File: config.mk
export PLATFORM = sky130hd
export DESIGN_NAME = tug_game
export DESIGN_NICKNAME = d
export VERILOG_FILES = /design/src/rtl/tug_game.sv
export SDC_FILE = /design/constraint.sdc
export NUM_CORES = 1
export LEC_CHECK = 0
export ABC_AREA = 1
export CORE_MARGIN = 2
export CORE_UTILIZATION = 65
export CTS_CLUSTER_DIAMETER = 150
export DETAILED_ROUTE_END_ITERATION = 6
export PLACE_DENSITY = 0.83
export SETUP_SLACK_MARGIN = 0.5
export SLEW_MARGIN = 20
export SYNTH_ARGS = -nofsm -noshare
export SYNTH_HDL_FRONTEND = slang
export SYNTH_SLANG_ARGS = --single-unit
File: constraint.sdc
create_clock -name clk -period 5.35 [get_ports clk]
set_clock_uncertainty 0.05 [all_clocks]
set_input_delay 1.605 -clock clk [delete_from_list [all_inputs] [get_ports clk]]
set_output_delay 1.605 -clock clk [all_outputs]
set_load 0.1 [all_outputs]
File: src/rtl/tug_game.sv
module tug_game #(
  parameter int BLINK     = 12_000_000,
  parameter int BASE_WAIT = 24_000_000,
  parameter int RAND_BITS = 16,
  parameter int SEED_BASE = 16'hACE1,
  parameter int SEED_STEP = 16'h0F0F
) (
  input  logic       clk,
  input  logic       rst_n,
  input  logic [1:0] btn_n,
  output logic [7:0] led
);
  localparam int CMAX = (BLINK > BASE_WAIT) ? BLINK : BASE_WAIT;
  localparam int CW   = $clog2(CMAX + 1);

  typedef enum logic [2:0] {S_WALK, S_FLASH, S_WAITB, S_WAITR, S_GO, S_WIN, S_HALT} st_t;

  st_t                  st;
  logic [CW-1:0]        cnt;
  logic [3:0]           step;
  logic [7:0]           mk;
  logic [15:0]          lfsr;
  logic [RAND_BITS-1:0] rem;
  logic                 up_win;

  function automatic logic [15:0] seed_of(input logic [7:0] m);
    logic [31:0] t;
    t = 32'(SEED_BASE);
    for (int i = 0; i < 8; i++)
      if (m[i]) t = 32'(SEED_BASE + i * SEED_STEP);
    return t[15:0];
  endfunction

  wire        blink_end = (cnt == CW'(BLINK - 1));
  wire [15:0] lfsr_nx   = {lfsr[14:0], lfsr[15] ^ lfsr[13] ^ lfsr[12] ^ lfsr[10]};
  wire        press     = (st == S_GO) && (btn_n == 2'b10 || btn_n == 2'b01);
  wire [7:0]  mk_nx     = (btn_n == 2'b10) ? (mk << 1) : (mk >> 1);

  always_ff @(posedge clk or negedge rst_n) begin
    if (!rst_n) begin
      st     <= S_WALK;
      cnt    <= '0;
      step   <= '0;
      mk     <= 8'h10;
      lfsr   <= 16'h0001;
      rem    <= '0;
      up_win <= 1'b0;
    end else begin
      case (st)
        S_WALK, S_FLASH, S_WIN: begin
          if (blink_end) begin
            cnt  <= '0;
            step <= step + 4'd1;
            if (st == S_WALK && step == 4'd7) begin
              st   <= S_FLASH;
              step <= '0;
            end else if (st == S_FLASH && step == 4'd3) begin
              st   <= S_WAITB;
              step <= '0;
              lfsr <= seed_of(mk);
            end else if (st == S_WIN && step == 4'd7) begin
              st <= S_HALT;
            end
          end else begin
            cnt <= cnt + 1'b1;
          end
        end
        S_WAITB: begin
          lfsr <= lfsr_nx;
          if (cnt == CW'(BASE_WAIT - 1)) begin
            cnt <= '0;
            rem <= lfsr_nx[RAND_BITS-1:0];
            st  <= S_WAITR;
          end else begin
            cnt <= cnt + 1'b1;
          end
        end
        S_WAITR: begin
          if (rem == '0) st <= S_GO;
          else           rem <= rem - 1'b1;
        end
        S_GO: begin
          if (press) begin
            mk <= mk_nx;
            if (mk_nx == 8'h80 || mk_nx == 8'h02) begin
              st     <= S_WIN;
              up_win <= mk_nx[7];
              cnt    <= '0;
              step   <= '0;
            end else begin
              st   <= S_WAITB;
              cnt  <= '0;
              lfsr <= seed_of(mk_nx);
            end
          end
        end
        default: ;
      endcase
    end
  end

  always_comb begin
    case (st)
      S_WALK:           led = 8'h01 << step[2:0];
      S_FLASH:          led = step[0] ? 8'hFF : 8'h00;
      S_WAITB, S_WAITR: led = mk;
      S_GO:             led = mk | 8'h01;
      S_WIN:            led = step[0] ? 8'h00 : (up_win ? 8'hE0 : 8'h0E);
      default:          led = 8'h00;
    endcase
  end


  marker_onehot_chk: assert property (@(posedge clk) disable iff (!rst_n)
    $countones(mk) == 1);


  wait_hold_chk: assert property (@(posedge clk) disable iff (!rst_n)
    (st == S_WAITB || st == S_WAITR) |=> $stable(mk));


  both_low_chk: assert property (@(posedge clk) disable iff (!rst_n)
    (st == S_GO && btn_n == 2'b00) |=> (st == S_GO && $stable(mk)));


  step_up_chk: assert property (@(posedge clk) disable iff (!rst_n)
    (st == S_GO && btn_n == 2'b10) |=> (mk == ($past(mk) << 1) && !led[0]));


  win_low_chk: assert property (@(posedge clk) disable iff (!rst_n)
    (st == S_GO && btn_n == 2'b01 && mk == 8'h04) |=> (led == 8'h0E));


  halt_chk: assert property (@(posedge clk) disable iff (!rst_n)
    (st == S_HALT) |=> (st == S_HALT && led == 8'h00));
endmodule

Word-level counts from Yosys, hierarchy flattened
Cells that the tools add are included.
{"block": "word_totals", "register_bits": 73, "latch_bits": 0, "ram_bits": 0, "mem_bits_ro": 0, "in_bits": 4, "elab_cells": 105, "memories": 0}
{"block": "op_classes", "addsub": 3, "n_mul": 0, "n_div": 0, "order_cmp": 0, "n_eq_ne": 23, "shifts": 1, "mux": 47, "n_bitwise": 3, "reduce_logical": 21}
{"operator": "two-way mux 16 bit", "n": 19}
{"operator": "two-way mux 25 bit", "n": 3}
{"operator": "one-hot mux 25 bit (3 select lines)", "n": 1}
{"operator": "one-hot mux 16 bit (3 select lines)", "n": 1}
{"operator": "one-hot mux 8 bit (5 select lines)", "n": 1}
{"operator": "two-way mux 8 bit", "n": 4}
{"operator": "one-hot mux 16 bit (2 select lines)", "n": 1}
{"operator": "two-way mux 13 bit", "n": 2}
{"operator": "adder 25 x 1 -> 25 bit, second input constant", "n": 1}
{"operator": "equality test 25 x 24 -> 1 bit, second input constant", "n": 1}
{"operator": "equality test 25 bit, second input constant", "n": 1}
{"operator": "two-way mux 3 bit", "n": 8}
{"operator": "two-way mux 4 bit", "n": 5}
{"operator": "zero test 16 bit", "n": 1}
{"operator": "!= test 2 bit, second input constant", "n": 8}
{"operator": "subtractor 16 x 1 -> 16 bit, second input constant", "n": 1}
{"operator": "one-hot mux 3 bit (4 select lines)", "n": 1}
{"operator": "AND reduction 6 bit", "n": 2}
{"operator": "equality test 8 x 2 -> 1 bit, second input constant", "n": 1}
{"operator": "equality test 8 bit, second input constant", "n": 1}
{"operator": "one-hot mux 4 bit (2 select lines)", "n": 1}
{"operator": "<< shifter 1 x 3 -> 8 bit, first input constant", "n": 1}
{"operator": "equality test 3 x 2 -> 1 bit, second input constant", "n": 2}
{"operator": "equality test 3 bit, second input constant", "n": 2}
{"operator": "20 further kinds", "n": 29}

Depth between registers and ports, before layout
{"block": "depth", "ltp_word": 12, "ltp_mapped": 15}

Worst setup path after synthesis
Ideal clock, no wire load.
{"block": "synth_path", "kind": "register -> output", "from": "register st[1]", "to": "output port led[1]", "arrival_ps": 2632, "required_ps": 3695, "setup_slack_ps": 1063, "stages_incl_launch_ff": 8, "n_path_buf": 2, "cell_sequence": "dfrtp_1 buf_2 inv_2 nand3_4 inv_4 buf_2 a21oi_2 o221ai_1"}
{"block": "synth_between", "elab_chain_cells": 3, "word_cells_on_any_way": 8, "classes_between": "eq/ne: 5; mux: 1; reduce/logical: 2"}
{"element": "start, declared", "line_no": "18", "rtl": "st_t st;"}
{"element": "start signal, assigned", "line_no": "41", "rtl": "st <= S_WALK;"}
{"element": "start signal, assigned", "line_no": "55", "rtl": "st <= S_FLASH;"}
{"element": "start signal, assigned", "line_no": "58", "rtl": "st <= S_WAITB;"}
{"element": "equality test 3 x 2 -> 1 bit", "line_no": "103", "rtl": "case (st)"}
{"element": "OR reduction 2 bit", "line_no": "103"}
{"element": "one-hot mux 8 bit (5 select lines) (*)", "line_no": "103"}
{"element": "end, declared", "line_no": "11", "rtl": "output logic [7:0] led"}
Mark *: on every way between the ends. The rest lies on a longest branch, timed or not.

Worst setup path after layout
{"block": "layout_path", "from": "register st[1]", "to": "output port led[4]"}
The elaborated chain is that of the path after synthesis.

==> impl_metrics.env <==
export IMPL_route_met3_wl_um=592
export IMPL_dp_worst_setup_slack_ns=1.34
export IMPL_critical_path_reg2reg_startpoint="st[1]"
export IMPL_route_top_layer_used="met4"
export IMPL_top_library_cells_by_usage_in_the_layout_fill_and_taps_aside="nand2_1 (285), nor2_1 (97), inv_1 (72), dfrtp_1 (71), nand3_1 (56)"
export IMPL_cp_start_kind="flop"
export IMPL_largest_net_degree_at_the_start_of_global_routing=74
export IMPL_run_status="complete, no violations"
export IMPL_grt_first_pass_wirelength_mm=21.9
export IMPL_detail_route_drc_violations=0
export IMPL_cts_root_buf="clkbuf_8"
export IMPL_synthesis_area_um2=5170
export IMPL_critPathTopFamily="buffers and inverters"
export IMPL_area_of_all_placed_cells_without_fillers_um2=5570
export IMPL_synth_yosys_seq_area_share_pct=35.4
export IMPL_critical_path_s_largest_stage_delay_ns=1.17
export IMPL_area_growth_synth_to_final_pct=7.72
export IMPL_synth_distinct_cells=41
export IMPL_first_global_vias=4687
export IMPL_ant_nets=0
export IMPL_core_um2=7730
export IMPL_clk_pin_slew_worst_paths_ns=0.07
export IMPL_drive_above_1_share_pct=7.68
export IMPL_end_kind="primary output"
export IMPL_layout_worst_path_cycle_share_pct=83.0
export IMPL_grt_setup_unrepaired="no"
export IMPL_routed_via_count=5050
export IMPL_whs_path_depth=2
export IMPL_cts_repair_timing_setup_buffer_count=0
export IMPL_route_detailed_wl_per_inst_um=13.8
export IMPL_fin_ws_ns=0.910
export IMPL_timing_reg2reg_worst_path_depth=9
export IMPL_power_leakage_nw=2.96
export IMPL_clkSinkCount=73
export IMPL_drt_pre_antenna_iters=5
export IMPL_mostFrequentLayoutCell="nand2_1"
export IMPL_hold_start="lfsr[11]"
export IMPL_vias_per_cell=5.64
export IMPL_critPathRequiredTime_ns=3.70
export IMPL_grt_util_all_layers_pct=30.9
export IMPL_peak_supply_drop_uv=168
export IMPL_power_density_cell_area_nw_per_um2=213
export IMPL_cp_num_buf_inv=3
export IMPL_crit_type="reg2out"
export IMPL_top_level_ports=12
export IMPL_cts_buffer_depth=2
export IMPL_synth_yosys_warnings=0
export IMPL_cpMaxStageDelayCell="clkdlybuf4s50_1"
export IMPL_total_area_of_multi_input_combinational_cells_um2=2950
export IMPL_cts_resized=0
export IMPL_cp_max_fo=13
export IMPL_max_cap_violations=0
export IMPL_die_width_um=93.2
export IMPL_r2r_end="rem[9]"
export IMPL_max_slew_worst_pin_slew_ns=0.979
export IMPL_met2_wirelength_mm=5.70
export IMPL_worst_hold_path_endpoint="lfsr[11]"
export IMPL_place_gp_congestion=0.908
export IMPL_relSlewSlack_pct=34.5
export IMPL_antenna_diode_count=0
export IMPL_num_nets_final=804
export IMPL_setup_viol=0
export IMPL_synth_net_count=794
export IMPL_ys_seq_elements=73
export IMPL_port_buffers=11
export IMPL_ff_latch_area_um2=1830
export IMPL_ctsHtreeMaxLevel=3
export IMPL_place_area_um2=5340
export IMPL_synthesis_area_per_instance_um2=6.64
export IMPL_fillers=645
export IMPL_max_transition_viols_final=0
export IMPL_antenna_found_initial=0
export IMPL_start_util_pct=66.9
export IMPL_grt_overflow=0
export IMPL_cts_tree="built"
export IMPL_reg_to_reg_setup_timing_slack_ns=2.97
export IMPL_clk_latency_ns=0.35
export IMPL_dpl_hpwl_mm=8.92
export IMPL_detail_route_wirelength_mm=12.4
export IMPL_die_area_um2=8690
export IMPL_hold_buffers=0
export IMPL_cts_inserted_buffers=9
export IMPL_fmaxAchievable_ghz=0.225
export IMPL_layout_min_cycle_time_ns=4.44
export IMPL_timing_hold_violations_final=0
export IMPL_worst_ep_arrival_time_ns=2.79
export IMPL_synth_cells=779
export IMPL_die_y_um=93.2
export IMPL_min_delay_path_class="reg2reg"
export IMPL_wirelength_met1_mm=5.94
export IMPL_cp_cell_sequence="inv_2 > nand3_4 > inv_4 > a21oi_2 > o211ai_1 > clkdlybuf4s50_1"
export IMPL_count_of_routing_violations_after_the_opening_detailed_route_iteration=416
export IMPL_std_cell_rows=32
export IMPL_finalSetupTns_ns=0
## routing by layer
| layer | vias to the layer above | global-route usage, % |
|---|---|---|
| met3 | 20 | 5.32 |
| met4 | 0 | 7.72 |
| met5 | - | 0 |
| met2 | 166 | 49.8 |
| li1 | 2516 | - |
| met1 | 2348 | 43.6 |
## layout make-up
cell class | instances | share of cell area [%]
Multi-Input combinational cell | 610 | 53.0
Sequential cell | 73 | 32.8
Timing Repair Buffer | 12 | 2.07
Clock inverter | 5 | 1.86
Clock buffer | 11 | 2.36
Tap cell | 102 | 2.29
Inverter | 83 | 5.64
## stage by stage
step | cells | hold slack, ns | util [%] | total power, mW
finish | 896 | 0.433 | 72.1 | 1.19
global route | 896 | 0.474 | 72.1 | 1.23
CTS | 896 | 0.436 | 72.1 | 1.19
detailed placement | 880 | 0.417 | 69.1 | 0.666
global placement | 880 | 0.406 | 69.1 | 0.665
floorplan | 779 | 0.392 | - | 0.634
## logic make-up after synthesis
| logic type | count (synthesis) | synth area share [%] |
|---|---|---|
| simple gates | 502 | 42.9 |
| buf+inv | 96 | 7.60 |
| compound gates | 84 | 9.24 |
| flops | 73 | 35.4 |
| xor+xnor | 12 | 2.03 |
| fa+ha+maj | 11 | 2.66 |
| mux | 1 | 0.194 |
## worst max path at each step
stage	startpoint	end	depth (start not counted)	slack, ns
2_1_floorplan	st[1]	led[1]	7	1.06
3_3_place_gp	st[0]	led[4]	6	1.38
3_5_place_dp	st[1]	led[7]	6	1.34
4_1_cts	st[1]	led[4]	6	0.95
5_1_grt	st[2]	led[2]	6	0.78
6_report	st[1]	led[4]	6	0.91
## power breakdown
| group | leakage (nW) | internal (mW) | switching (mW) | total [mW] |
|---|---|---|---|---|
| combinational | 1.94 | 0.0250 | 0.0682 | 0.0933 |
| sequential | 0.905 | 0.558 | 0.00596 | 0.564 |
| clock | 0.118 | 0.311 | 0.222 | 0.532 |
## sequential cells by signal, indices dropped and copies added (netlist names)
name	cells
cnt	25
lfsr	16
rem	16
mk	8
step	4
st	3
up_win	1
## cell usage after synthesis
master / instances / area, µm²
nand2_1: 285 / 1070
nor2_1: 97 / 364
inv_1: 72 / 270
dfrtp_1: 71 / 1780
nand3_1: 56 / 280
o21ai_0: 43 / 215
nor3_1: 16 / 80.1
a21oi_1: 15 / 75.1
nand4_1: 13 / 81.3
ha_1: 11 / 138
inv_2: 10 / 37.5
nand2_2: 10 / 62.6
o211ai_1: 8 / 60.1
buf_2: 6 / 30.0
o21ai_1: 6 / 30.0
xnor2_1: 6 / 52.6
xor2_1: 6 / 52.6
nand2_4: 5 / 56.3
clkbuf_1: 4 / 15.0
nor2_4: 4 / 45.0
o221ai_1: 4 / 35.0
a22oi_1: 3 / 22.5
buf_6: 3 / 33.8
or2_2: 3 / 18.8
dfstp_2: 2 / 52.6
nand3_2: 2 / 20.0
nand3_4: 2 / 35.0
nand3b_1: 2 / 15.0
nor3_4: 2 / 32.5
a21oi_2: 1 / 8.76
a31oi_1: 1 / 6.26
a41oi_1: 1 / 8.76
and3_1: 1 / 6.26
inv_4: 1 / 6.26
mux2i_1: 1 / 10.0
nand3b_4: 1 / 20.0
nor2_2: 1 / 6.26
nor2_8: 1 / 20.0
nor4_1: 1 / 6.26
o2111ai_1: 1 / 8.76
o31ai_1: 1 / 7.51
## worst register-to-register path, cell delays in order (launching register included)
cell and delay, ns:
dfrtp_1 0.53, nand2_1 0.20, nor2_1 0.18, buf_4 0.28, nand2_1 0.13, nand2_1 0.41
inv_2 0.25, nor2_1 0.18, nand2_1 0.07, nand2_1 0.05
Power figures use the tool's default switching activity.
